`config.mk`:
```
export PLATFORM = sky130hd
export DESIGN_NAME = cal_time_counter
export DESIGN_NICKNAME = d
export VERILOG_FILES = /design/src/rtl/cal_pkg.sv /design/src/rtl/cal_advance.sv /design/src/rtl/cal_format.sv /design/src/rtl/cal_decode.sv /design/src/rtl/cal_time_counter.sv
export SDC_FILE = /design/constraint.sdc
export NUM_CORES = 1
export LEC_CHECK = 0
export BUFFER_PORTS_ARGS = -buffer_cell sky130_fd_sc_hd__buf_4
export CAP_MARGIN = 10
export CORE_ASPECT_RATIO = 0.6
export CORE_MARGIN = 5
export CORE_UTILIZATION = 50
export DETAILED_ROUTE_END_ITERATION = 16
export PLACE_DENSITY = 0.73
export SLEW_MARGIN = 25
export SYNTH_ARGS = -nofsm -noshare
export SYNTH_HDL_FRONTEND = slang
export SYNTH_SLANG_ARGS = --single-unit
```
`constraint.sdc`:
```
create_clock -name clk -period 6.45 [get_ports clk]
set_clock_uncertainty 0.15 [all_clocks]
set_input_delay 1.29 -clock clk [delete_from_list [all_inputs] [get_ports clk]]
set_output_delay 1.29 -clock clk [all_outputs]
set_load 0.01 [all_outputs]
```
`src/rtl/cal_pkg.sv`:
```
`timescale 1ns/1ps
package cal_pkg;

    localparam logic [2:0] OSC_RUN = 3'b010;

    typedef struct packed {
        logic [6:0] yr;
        logic [3:0] mon;
        logic [4:0] mday;
        logic [2:0] wday;
        logic [4:0] hour;
        logic [5:0] min;
        logic [5:0] sec;
    } cal_time_t;

    typedef struct packed {
        logic [7:0] yr;
        logic [7:0] mon;
        logic [7:0] mday;
        logic [7:0] wday;
        logic [7:0] hour;
        logic [7:0] min;
        logic [7:0] sec;
    } cal_bytes_t;

    localparam cal_time_t TIME_RST = '{yr: 7'd0, mon: 4'd1, mday: 5'd1, wday: 3'd1,
                                       hour: 5'd0, min: 6'd0, sec: 6'd0};
    localparam cal_bytes_t BYTES_RST = '{yr: 8'h00, mon: 8'h01, mday: 8'h01, wday: 8'h01,
                                         hour: 8'h00, min: 8'h00, sec: 8'h00};

    // binary value 0..99 -> byte in the selected encoding
    function automatic logic [7:0] enc_field(input logic [6:0] v, input logic bin);
        logic [6:0] tens;
        logic [6:0] units;
        tens  = v / 7'd10;
        units = v - tens * 7'd10;
        return bin ? {1'b0, v} : {tens[3:0], units[3:0]};
    endfunction

    // byte in the selected encoding -> binary value
    function automatic logic [6:0] dec_field(input logic [7:0] b, input logic bin);
        logic [7:0] sum;
        sum = {4'd0, b[7:4]} * 8'd10 + {4'd0, b[3:0]};
        return bin ? b[6:0] : sum[6:0];
    endfunction

endpackage

```
`src/rtl/cal_advance.sv`:
```
`timescale 1ns/1ps
module cal_advance
    import cal_pkg::*;
#(
    parameter int BASE_CENTURY = 20
) (
    input  cal_time_t cur,
    output cal_time_t nxt
);
    localparam logic CENT_LEAP = ((BASE_CENTURY % 4) == 0);

    logic       leap;
    logic [4:0] dim;

    always_comb begin
        leap = (cur.yr == 7'd0) ? CENT_LEAP : (cur.yr[1:0] == 2'b00);
        case (cur.mon)
            4'd2:                        dim = leap ? 5'd29 : 5'd28;
            4'd4, 4'd6, 4'd9, 4'd11:     dim = 5'd30;
            default:                     dim = 5'd31;
        endcase

        nxt = cur;
        if (cur.sec != 6'd59) begin
            nxt.sec = cur.sec + 6'd1;
        end else begin
            nxt.sec = 6'd0;
            if (cur.min != 6'd59) begin
                nxt.min = cur.min + 6'd1;
            end else begin
                nxt.min = 6'd0;
                if (cur.hour != 5'd23) begin
                    nxt.hour = cur.hour + 5'd1;
                end else begin
                    nxt.hour = 5'd0;
                    nxt.wday = (cur.wday >= 3'd7) ? 3'd1 : cur.wday + 3'd1;
                    if (cur.mday < dim) begin
                        nxt.mday = cur.mday + 5'd1;
                    end else begin
                        nxt.mday = 5'd1;
                        if (cur.mon < 4'd12) begin
                            nxt.mon = cur.mon + 4'd1;
                        end else begin
                            nxt.mon = 4'd1;
                            nxt.yr  = (cur.yr >= 7'd99) ? 7'd0 : cur.yr + 7'd1;
                        end
                    end
                end
            end
        end
    end
endmodule

```
`src/rtl/cal_format.sv`:
```
`timescale 1ns/1ps
module cal_format
    import cal_pkg::*;
(
    input  cal_time_t  t,
    input  logic       bin,
    input  logic       h24,
    output cal_bytes_t b
);
    logic       pm;
    logic [4:0] h12;

    always_comb begin
        pm  = (t.hour >= 5'd12);
        h12 = pm ? t.hour - 5'd12 : t.hour;
        b.sec  = enc_field({1'b0, t.sec}, bin);
        b.min  = enc_field({1'b0, t.min}, bin);
        b.hour = h24 ? enc_field({2'b0, t.hour}, bin)
                     : (enc_field({2'b0, h12}, bin) | {pm, 7'd0});
        b.wday = enc_field({4'd0, t.wday}, bin);
        b.mday = enc_field({2'b0, t.mday}, bin);
        b.mon  = enc_field({3'd0, t.mon}, bin);
        b.yr   = enc_field(t.yr, bin);
    end
endmodule

```
`src/rtl/cal_decode.sv`:
```
`timescale 1ns/1ps
module cal_decode
    import cal_pkg::*;
(
    input  cal_bytes_t b,
    input  logic       bin,
    input  logic       h24,
    output cal_time_t  t
);
    logic [6:0] sec_v, min_v, hr_v, wd_v, md_v, mo_v, yr_v;
    logic [6:0] hr_adj;

    always_comb begin
        sec_v  = dec_field(b.sec, bin);
        min_v  = dec_field(b.min, bin);
        hr_v   = dec_field({1'b0, b.hour[6:0]}, bin);
        wd_v   = dec_field(b.wday, bin);
        md_v   = dec_field(b.mday, bin);
        mo_v   = dec_field(b.mon, bin);
        yr_v   = dec_field(b.yr, bin);
        hr_adj = (!h24 && b.hour[7]) ? hr_v + 7'd12 : hr_v;
        t.sec  = sec_v[5:0];
        t.min  = min_v[5:0];
        t.hour = hr_adj[4:0];
        t.wday = wd_v[2:0];
        t.mday = md_v[4:0];
        t.mon  = mo_v[3:0];
        t.yr   = yr_v;
    end
endmodule

```
`src/rtl/cal_time_counter.sv`:
```
`timescale 1ns/1ps
module cal_time_counter
    import cal_pkg::*;
#(
    parameter int UPD_DELAY    = 4,
    parameter int BASE_CENTURY = 20
) (
    input  logic       clk,
    input  logic       rst_n,
    input  logic       tick_i,
    input  logic [2:0] osc_ctl_i,
    input  logic       bin_mode_i,
    input  logic       h24_mode_i,
    input  logic       hold_i,
    input  logic       load_i,
    input  logic [7:0] ld_sec_i,
    input  logic [7:0] ld_min_i,
    input  logic [7:0] ld_hour_i,
    input  logic [7:0] ld_wday_i,
    input  logic [7:0] ld_mday_i,
    input  logic [7:0] ld_mon_i,
    input  logic [7:0] ld_year_i,
    output logic [7:0] sec_o,
    output logic [7:0] min_o,
    output logic [7:0] hour_o,
    output logic [7:0] wday_o,
    output logic [7:0] mday_o,
    output logic [7:0] mon_o,
    output logic [7:0] year_o,
    output logic       busy_o,
    output logic       done_o
);
    localparam int PW = $clog2(UPD_DELAY + 1);
    localparam logic [PW-1:0] PEND_START = PW'(UPD_DELAY);
    localparam logic [PW-1:0] PEND_LAST  = PW'(1);

    typedef struct packed {
        cal_time_t     cnt;
        cal_bytes_t    vis;
        logic          busy;
        logic          done;
        logic          hold;
        logic [PW-1:0] pend;
    } state_t;

    state_t     s_d, s_q;
    cal_time_t  cnt_next, load_t, vis_t;
    cal_bytes_t load_b, fmt_b;
    logic       tick_ok;

    assign load_b = '{yr: ld_year_i, mon: ld_mon_i, mday: ld_mday_i, wday: ld_wday_i,
                      hour: ld_hour_i, min: ld_min_i, sec: ld_sec_i};

    cal_advance #(.BASE_CENTURY(BASE_CENTURY)) u_adv (.cur(s_q.cnt), .nxt(cnt_next));
    cal_format  u_fmt (.t(s_q.cnt), .bin(bin_mode_i), .h24(h24_mode_i), .b(fmt_b));
    cal_decode  u_dec_ld  (.b(load_b), .bin(bin_mode_i), .h24(h24_mode_i), .t(load_t));
    cal_decode  u_dec_vis (.b(s_q.vis), .bin(bin_mode_i), .h24(h24_mode_i), .t(vis_t));

    always_comb begin
        s_d      = s_q;
        s_d.done = 1'b0;
        s_d.hold = hold_i;
        tick_ok  = tick_i && (osc_ctl_i == OSC_RUN) && (s_q.pend == '0);
        if (load_i) begin
            s_d.vis  = load_b;
            if (!hold_i) s_d.cnt = load_t;
            s_d.pend = '0;
            s_d.busy = 1'b0;
        end else begin
            if (s_q.hold && !hold_i) s_d.cnt = vis_t;
            if (tick_ok) begin
                s_d.cnt  = cnt_next;
                s_d.pend = PEND_START;
                s_d.busy = !hold_i;
            end else if (s_q.pend != '0) begin
                s_d.pend = s_q.pend - PEND_LAST;
                if (s_q.pend == PEND_LAST) begin
                    s_d.busy = 1'b0;
                    if (!hold_i) begin
                        s_d.vis  = fmt_b;
                        s_d.done = 1'b1;
                    end
                end
            end
            if (hold_i) s_d.busy = 1'b0;
        end
    end

    always_ff @(posedge clk or negedge rst_n) begin
        if (!rst_n) begin
            s_q <= '{cnt: TIME_RST, vis: BYTES_RST, busy: 1'b0, done: 1'b0,
                     hold: 1'b0, pend: '0};
        end else begin
            s_q <= s_d;
        end
    end

    assign sec_o  = s_q.vis.sec;
    assign min_o  = s_q.vis.min;
    assign hour_o = s_q.vis.hour;
    assign wday_o = s_q.vis.wday;
    assign mday_o = s_q.vis.mday;
    assign mon_o  = s_q.vis.mon;
    assign year_o = s_q.vis.yr;
    assign busy_o = s_q.busy;
    assign done_o = s_q.done;
endmodule

```
==> results by group, run 1 <==
Yosys
  • Mapped Area: 10200 um2
  • Cell variety after synth: 80
  • Syn nets: 1446
  • Synth Area per Inst: 8.15 um2
  • Most used DFF post-synth: dfrtp_1
  • Main combinational cell family by area after synthesis: compound AO/OA/AOI/OAI gates
  • Adder-cell share of the synthesized area: 17.5%
  • XOR/XNOR Fraction of Synth Area: 5.93%
  • Post-synth EDFFs: 0
  • Post-synthesis mux area share: 2.91%
  • Ys async rst share: 100%
  • Flops & latches, synth: 98
  • Seq/Total Area, Yosys: 24.1%
  • Synth warnings: 0
  • Simple-gate share of the synthesized area: 15.0%
  • Post-synthesis compound-gate area fraction: 24.1%
  • Post-synthesis instance total: 1250

Routing
  • Via-to-Cell Ratio: 6.02
  • TritonRoute pass-1 iters: 6
  • DR iter-0 viols: 1057
  • Drc violations: 0
  • Avg WL per Cell: 18.7 um
  • Via count: 9317
  • Routed Antenna Nets: 0
  • DRT Wirelength: 29.0 mm

Pwr
  • Max IR drop VDD: 0.132 mV
  • Leakage: 5.09 nW
  • P per Cell Area: 302 nW/um2

Run
  • Maxcap violations: 0

Timing
  • Final period util: 87.7%
  • Final Max Tran Viols: 0
  • Worst Max-Slew Pin Slew: 0.899 ns
  • Setup ws final: 0.792 ns
  • Max Fclk: 0.177 GHz
  • Relative slew slack: 38.5%
  • Hold Vio Cnt, Final: 0
  • Post-route minimum period: 5.66 ns
  • Setup_tns: 0 ns
  • RSZ-0062 raised after global routing: no
  • Final setup vio count: 0

Place
  • I/O Buffers: 123
  • RD Place Congestion: 0.883
  • DPL Wire Length: 20.7 mm
  • Dpl ws: 0.945 ns

Setup path
  • CP required: 6.59 ns
  • Max FO, Critical Path: 7
  • Worst EP arrival: 5.80 ns
  • Reg2reg setup slack: 0.79 ns
  • R2R Path Start: s_q[75]
  • Critical Path Sink Type: flip-flop
  • Startpoint types: flip-flop
  • Crit path to: hour_o[3]
  • Crit path launch: s_q[75]
  • Crit path kind: flip-flop to flip-flop
  • R2R depth: 18
  • Worst flop-to-flop path endpoint: hour_o[3]

Finish
  • Fill cells: 1879
  • Inserted Diodes: 0
  • Reg area: 2460 um2
  • Leading cell type in the layout, fill and taps excluded: buf_4
  • Proportion of layout cells with a drive suffix above 1: 13.9%
  • Commonest cells after routing, fill and taps aside: 136 x buf_4, 118 x nand2_1, 111 x ha_1, 110 x a21oi_1, 106 x o21ai_0
  • Final nets: 1466
  • Multi-input gate area: 6660 um2
  • Area delta synth->final: 9.04%

Global routing
  • Initial antenna violation count: 0
  • First-pass GRT wire length: 47.3 mm
  • Total gr overflow: 0
  • GRT Util Overall: 24.7%
  • Largest net degree at the start of global routing: 81
  • Vias in the first global route: 8779

Clock network
  • Total CTS buffers: 9
  • Sink Count: 98
  • Clock Tree Buf Depth: 2
  • CTS-repair resized insts: 0
  • Worst-path clk slew: 0.07 ns
  • Post-CTS Setup Inserts: 0
  • Hold_buf cts: 0
  • CTS H-tree lvls: 3
  • CTS root buffer: clkbuf_16
  • Worst-skew pair later-pin latency: 0.37 ns
  • CTS tree: built

Hold path
  • Hold Crit Class: flip-flop to flip-flop
  • Hold path depth: 2

Die
  • Die height: 121 um
  • Die W: 194 um
  • Initial Util: 50.9%
  • Area of the core: 20000 um2
  • Row count: 40
  • Io pins: 124
  • Die ar.: 23400 um2

Outcome
  • Outcome: completed
-- worst min-delay path by stage --
stage,startpoint,to,slack (ns)
after floorplan,s_q[82],s_q[82],0.35
after global placement,s_q[82],s_q[82],0.37
after detailed placement,s_q[82],s_q[82],0.37
after CTS,s_q[82],s_q[82],0.38
after global routing,s_q[82],s_q[82],0.41
final,s_q[82],s_q[82],0.38
-- registers in the layout, summed over array words and instances, names as in the netlist --
| register | count |
|---|---|
| wday_o | 8 |
| hour_o | 8 |
| s_q | 40 |
| min_o | 8 |
| year_o | 8 |
| busy_o | 1 |
| sec_o | 8 |
| mday_o | 8 |
| done_o | 1 |
| mon_o | 8 |
-- worst max-delay path: stages (launching register included) --
cell       delay [ns]
dfrtp_1          0.48
inv_1            0.14
ha_1             0.31
a211oi_4         0.36
mux2i_1          0.29
inv_1            0.07
ha_1             0.25
a31oi_1          0.39
ha_1             0.31
nor3b_1          0.15
a2111oi_0        0.78
or2_1            0.22
ha_1             0.14
inv_1            0.05
fa_1             0.36
or3_2            0.47
a21oi_1          0.18
mux2_2           0.35
nor2_1           0.12
-- area by class of cell --
cell class | instances | share of cell area (%)
multi-input cells | 941 | 59.9
flip-flops and latches | 98 | 22.1
repair buffers | 136 | 9.19
well taps | 273 | 3.07
inverters | 84 | 2.84
clock buffers | 12 | 2.31
clock inverters | 4 | 0.507
-- metal layers --
layer | share of wire (%) | vias to the layer above | GRT usage [%]
li1 | - | 4414 | -
met1 | 50 | 4450 | 38.5
met2 | 40 | 417 | 34.7
met3 | 8.9 | 36 | 5.82
met4 | 1.2 | 0 | 5.00
met5 | 0 | - | 0
-- metrics by stage --
stage | utilization [%] | instances | power [mW] | cell area (um2) | hold WS [ns]
floorplan | - | 1250 | 2.31 | 10200 | 0.351
global placement | 53.9 | 1532 | 2.70 | 10800 | 0.366
detailed placement | 53.9 | 1532 | 2.73 | 10800 | 0.369
CTS | 55.5 | 1548 | 3.34 | 11100 | 0.381
global route | 55.5 | 1548 | 3.66 | 11100 | 0.414
finish | 55.5 | 1548 | 3.36 | 11100 | 0.382
-- cell usage after synthesis (24+ instances only) --
library cell | count | area [um2]
mux2i_1 | 24 | 240
o21ai_0 | 106 | 531
buf_4 | 57 | 428
nand2_1 | 118 | 443
inv_1 | 82 | 308
nor2_1 | 80 | 300
ha_1 | 111 | 1390
a21oi_1 | 110 | 551
xor2_1 | 25 | 219
clkbuf_1 | 58 | 218
xnor2_1 | 44 | 385
dfrtp_1 | 92 | 2300
nand3_1 | 27 | 135
-- cell families (layout without fill, tap and decap cells) --
family,count (synthesis),count (layout)
adders and majority gates,131,131
xor gates and xnor gates,69,69
muxes,28,28
DFF,98,98
and+or+nand+nor,326,326
AOI/OAI and AO/OA,387,387
buffers and inverters,211,236
-- report_power, final --
| group | switching [mW] | total, mW | internal [mW] | leakage, nW |
|---|---|---|---|---|
| clock network | 0.270 | 0.597 | 0.327 | 0.154 |
| logic | 0.985 | 1.78 | 0.799 | 3.77 |
| registers | 0.243 | 0.978 | 0.735 | 1.16 |
| total | 1.50 | 3.36 | 1.86 | 5.09 |
(Power assumes the default switching activity.)
==> run 2, diff against run 1 <==
--- a/config.mk
+++ b/config.mk
@@ -8,7 +8,6 @@
 export BUFFER_PORTS_ARGS = -buffer_cell sky130_fd_sc_hd__buf_4
 export CAP_MARGIN = 10
 export CORE_ASPECT_RATIO = 0.6
-export CORE_MARGIN = 5
 export CORE_UTILIZATION = 50
 export DETAILED_ROUTE_END_ITERATION = 16
 export PLACE_DENSITY = 0.73
==> constraint.sdc (replaced) <==
create_clock -name clk -period 5.9 [get_ports clk]
set_clock_uncertainty 0.15 [all_clocks]
set_input_delay 1.18 -clock clk [delete_from_list [all_inputs] [get_ports clk]]
set_output_delay 1.18 -clock clk [all_outputs]
set_load 0.01 [all_outputs]
==> results by group, run 2 (synthesis gave the netlist of run 1 again) <==
Finish
  • Final nets: 1468
  • Fill cells: 1883
  • Biggest register: s_q
  • Leading cell type in the layout, fill and taps excluded: buf_4
  • Inserted Diodes: 0
  • Largest register FFs: 40
  • Area delta synth->final: 8.79%
  • Proportion of layout cells with a drive suffix above 1: 13.9%
  • Commonest cells after routing, fill and taps aside: 138 x buf_4, 118 x nand2_1, 111 x ha_1, 110 x a21oi_1, 106 x o21ai_0

Setup path
  • Crit path kind: flip-flop to flip-flop
  • Worst path max stage delay: 0.64 ns
  • CP most frequent cell: ha_1
  • Reg2reg setup slack: 0.63 ns
  • Worst EP arrival: 5.42 ns
  • Crit path cell chain: inv_1, ha_1, or2b_1, mux2i_1, inv_1, ha_1, a31oi_1, ha_1, nor3b_1, a2111oi_0, or2_1, ha_1, inv_1, fa_1, or3_2, a21oi_1, mux2_2, nor2_1
  • R2R depth: 18
  • WP buf/inv: 3
  • R2R Path Start: s_q[77]
  • Max FO, Critical Path: 13
  • Critical Path Sink Type: flip-flop
  • CP top delay family: adder cells
  • Crit path max-delay cell type: dfrtp_1
  • Startpoint types: flip-flop
  • CP required: 6.05 ns
  • Worst flop-to-flop path endpoint: hour_o[3]

Timing
  • Final setup vio count: 0
  • Relative slew slack: 38.3%
  • Max Fclk: 0.190 GHz
  • Final period util: 89.4%
  • Hold Vio Cnt, Final: 0
  • Setup ws final: 0.625 ns
  • RSZ-0062 raised after global routing: no
  • Final Max Tran Viols: 0
  • Post-route minimum period: 5.27 ns
  • Setup_tns: 0 ns
  • Worst Max-Slew Pin Slew: 0.919 ns

Clock network
  • Worst-skew pair later-pin latency: 0.37 ns
  • Post-CTS Setup Inserts: 0
  • Sink Count: 98
  • CTS-repair resized insts: 0
  • Clock Tree Buf Depth: 2
  • CTS tree: built
  • CTS root buffer: clkbuf_16
  • Hold_buf cts: 0
  • CTS H-tree lvls: 3
  • Total CTS buffers: 9
  • Worst-path clk slew: 0.07 ns

Outcome
  • Outcome: completed

Pwr
  • Clock power frac: 16.3%
  • Seq pwr share: 29.4%
  • Combinational power share: 54.3%
  • Max IR drop VDD: 0.167 mV
  • Leakage: 5.08 nW
  • P per Cell Area: 326 nW/um2
  • Net Switching: 1.63 mW
  • Sw Ratio: 45.2%
  • Cell-internal power: 1.98 mW

Routing
  • Via-to-Cell Ratio: 6.02
  • DR iter-0 viols: 1020
  • TritonRoute pass-1 iters: 6
  • Avg WL per Cell: 18.5 um
  • Drc violations: 0
  • Via count: 9325
  • Routed Antenna Nets: 0
  • DRT Wirelength: 28.7 mm

Global routing
  • Vias in the first global route: 8488
  • GRT Util Overall: 27.7%
  • First-pass GRT wire length: 46.2 mm
  • Initial antenna violation count: 0
  • Largest net degree at the start of global routing: 81
  • Total gr overflow: 0

Hold path
  • Hold Crit Class: flip-flop to flip-flop
  • Worst Hold End: wday_o[6]
  • Hold path depth: 2
  • Hold path startpoint: wday_o[6]

Die
  • Initial Util: 51.0%
  • Area of the core: 20000 um2
  • Row count: 40
  • Die W: 186 um
  • Io pins: 124
  • Die height: 113 um
  • Die ar.: 21000 um2

Place
  • I/O Buffers: 123
  • RD Place Congestion: 0.920
  • DPL Wire Length: 20.8 mm
  • Dpl ws: 0.747 ns

Run
  • Maxcap violations: 0
==> run 2: cell count changes in the layout (fill, tap and decap cells not counted), sizes merged <==
cell,change
clkinvlp,+2
bufinv,-1
buf,+2
inv,-3
clkinv,+2
==> run 2: layout make-up <==
| type | instances | area [um2] | area share [%] |
|---|---|---|---|
| Clock inverter | 4 | 28.8 | 0.260 |
| Multi-Input combinational cell | 941 | 6660 | 60.1 |
| Clock buffer | 12 | 246 | 2.22 |
| Timing Repair Buffer | 138 | 1040 | 9.35 |
| Inverter | 84 | 315 | 2.84 |
| Sequential cell | 98 | 2460 | 22.2 |
| Tap cell | 273 | 342 | 3.08 |
==> run 2: power groups by stage <==
stage / sequential, mW / combinational, mW / clock [mW]
final: 1.06 / 1.96 / 0.588
after global routing: 1.09 / 2.19 / 0.622
after CTS: 1.05 / 1.95 / 0.600
after detailed placement: 1.07 / 1.93 / 0
after global placement: 1.06 / 1.88 / 0
after floorplan: 0.935 / 1.59 / 0
==> run 2: tightest hold or removal path, stage by stage, from the launching register on <==
cell and delay (ns):
dfrtp_1 0.39, nand2_1 0.05, o21ai_0 0.06
==> run 2: stage by stage <==
step / hold WS [ns] / utilization, % / instances / power, mW / cell area, um2
2_1_floorplan: 0.351 / - / 1250 / 2.52 / 10200
3_3_place_gp: 0.367 / 54.1 / 1534 / 2.94 / 10800
3_5_place_dp: 0.371 / 54.1 / 1534 / 2.99 / 10800
4_1_cts: 0.384 / 55.5 / 1550 / 3.60 / 11100
5_1_grt: 0.407 / 55.5 / 1550 / 3.90 / 11100
6_report: 0.387 / 55.5 / 1550 / 3.62 / 11100
==> run 2: worst max-delay path by stage <==
| stage | startpoint | end | slack (ns) | depth (start not counted) |
|---|---|---|---|---|
| 6_report | s_q[77] | hour_o[3] | 0.63 | 18 |
| 5_1_grt | s_q[77] | hour_o[3] | 0.36 | 18 |
| 3_5_place_dp | s_q[77] | hour_o[3] | 0.75 | 18 |
| 4_1_cts | s_q[77] | hour_o[3] | 0.72 | 18 |
| 2_1_floorplan | s_q[77] | hour_o[3] | 1.04 | 19 |
| 3_3_place_gp | s_q[75] | hour_o[3] | 0.84 | 18 |
==> run 2: routing by layer <==
| layer | wire, um | global-route usage, % | vias to the layer above |
|---|---|---|---|
| met5 | 0 | 0 | - |
| met4 | 189 | 4.85 | 0 |
| met3 | 2520 | 5.57 | 15 |
| met2 | 11500 | 39.2 | 405 |
| met1 | 14500 | 43.1 | 4479 |
| li1 | - | - | 4426 |
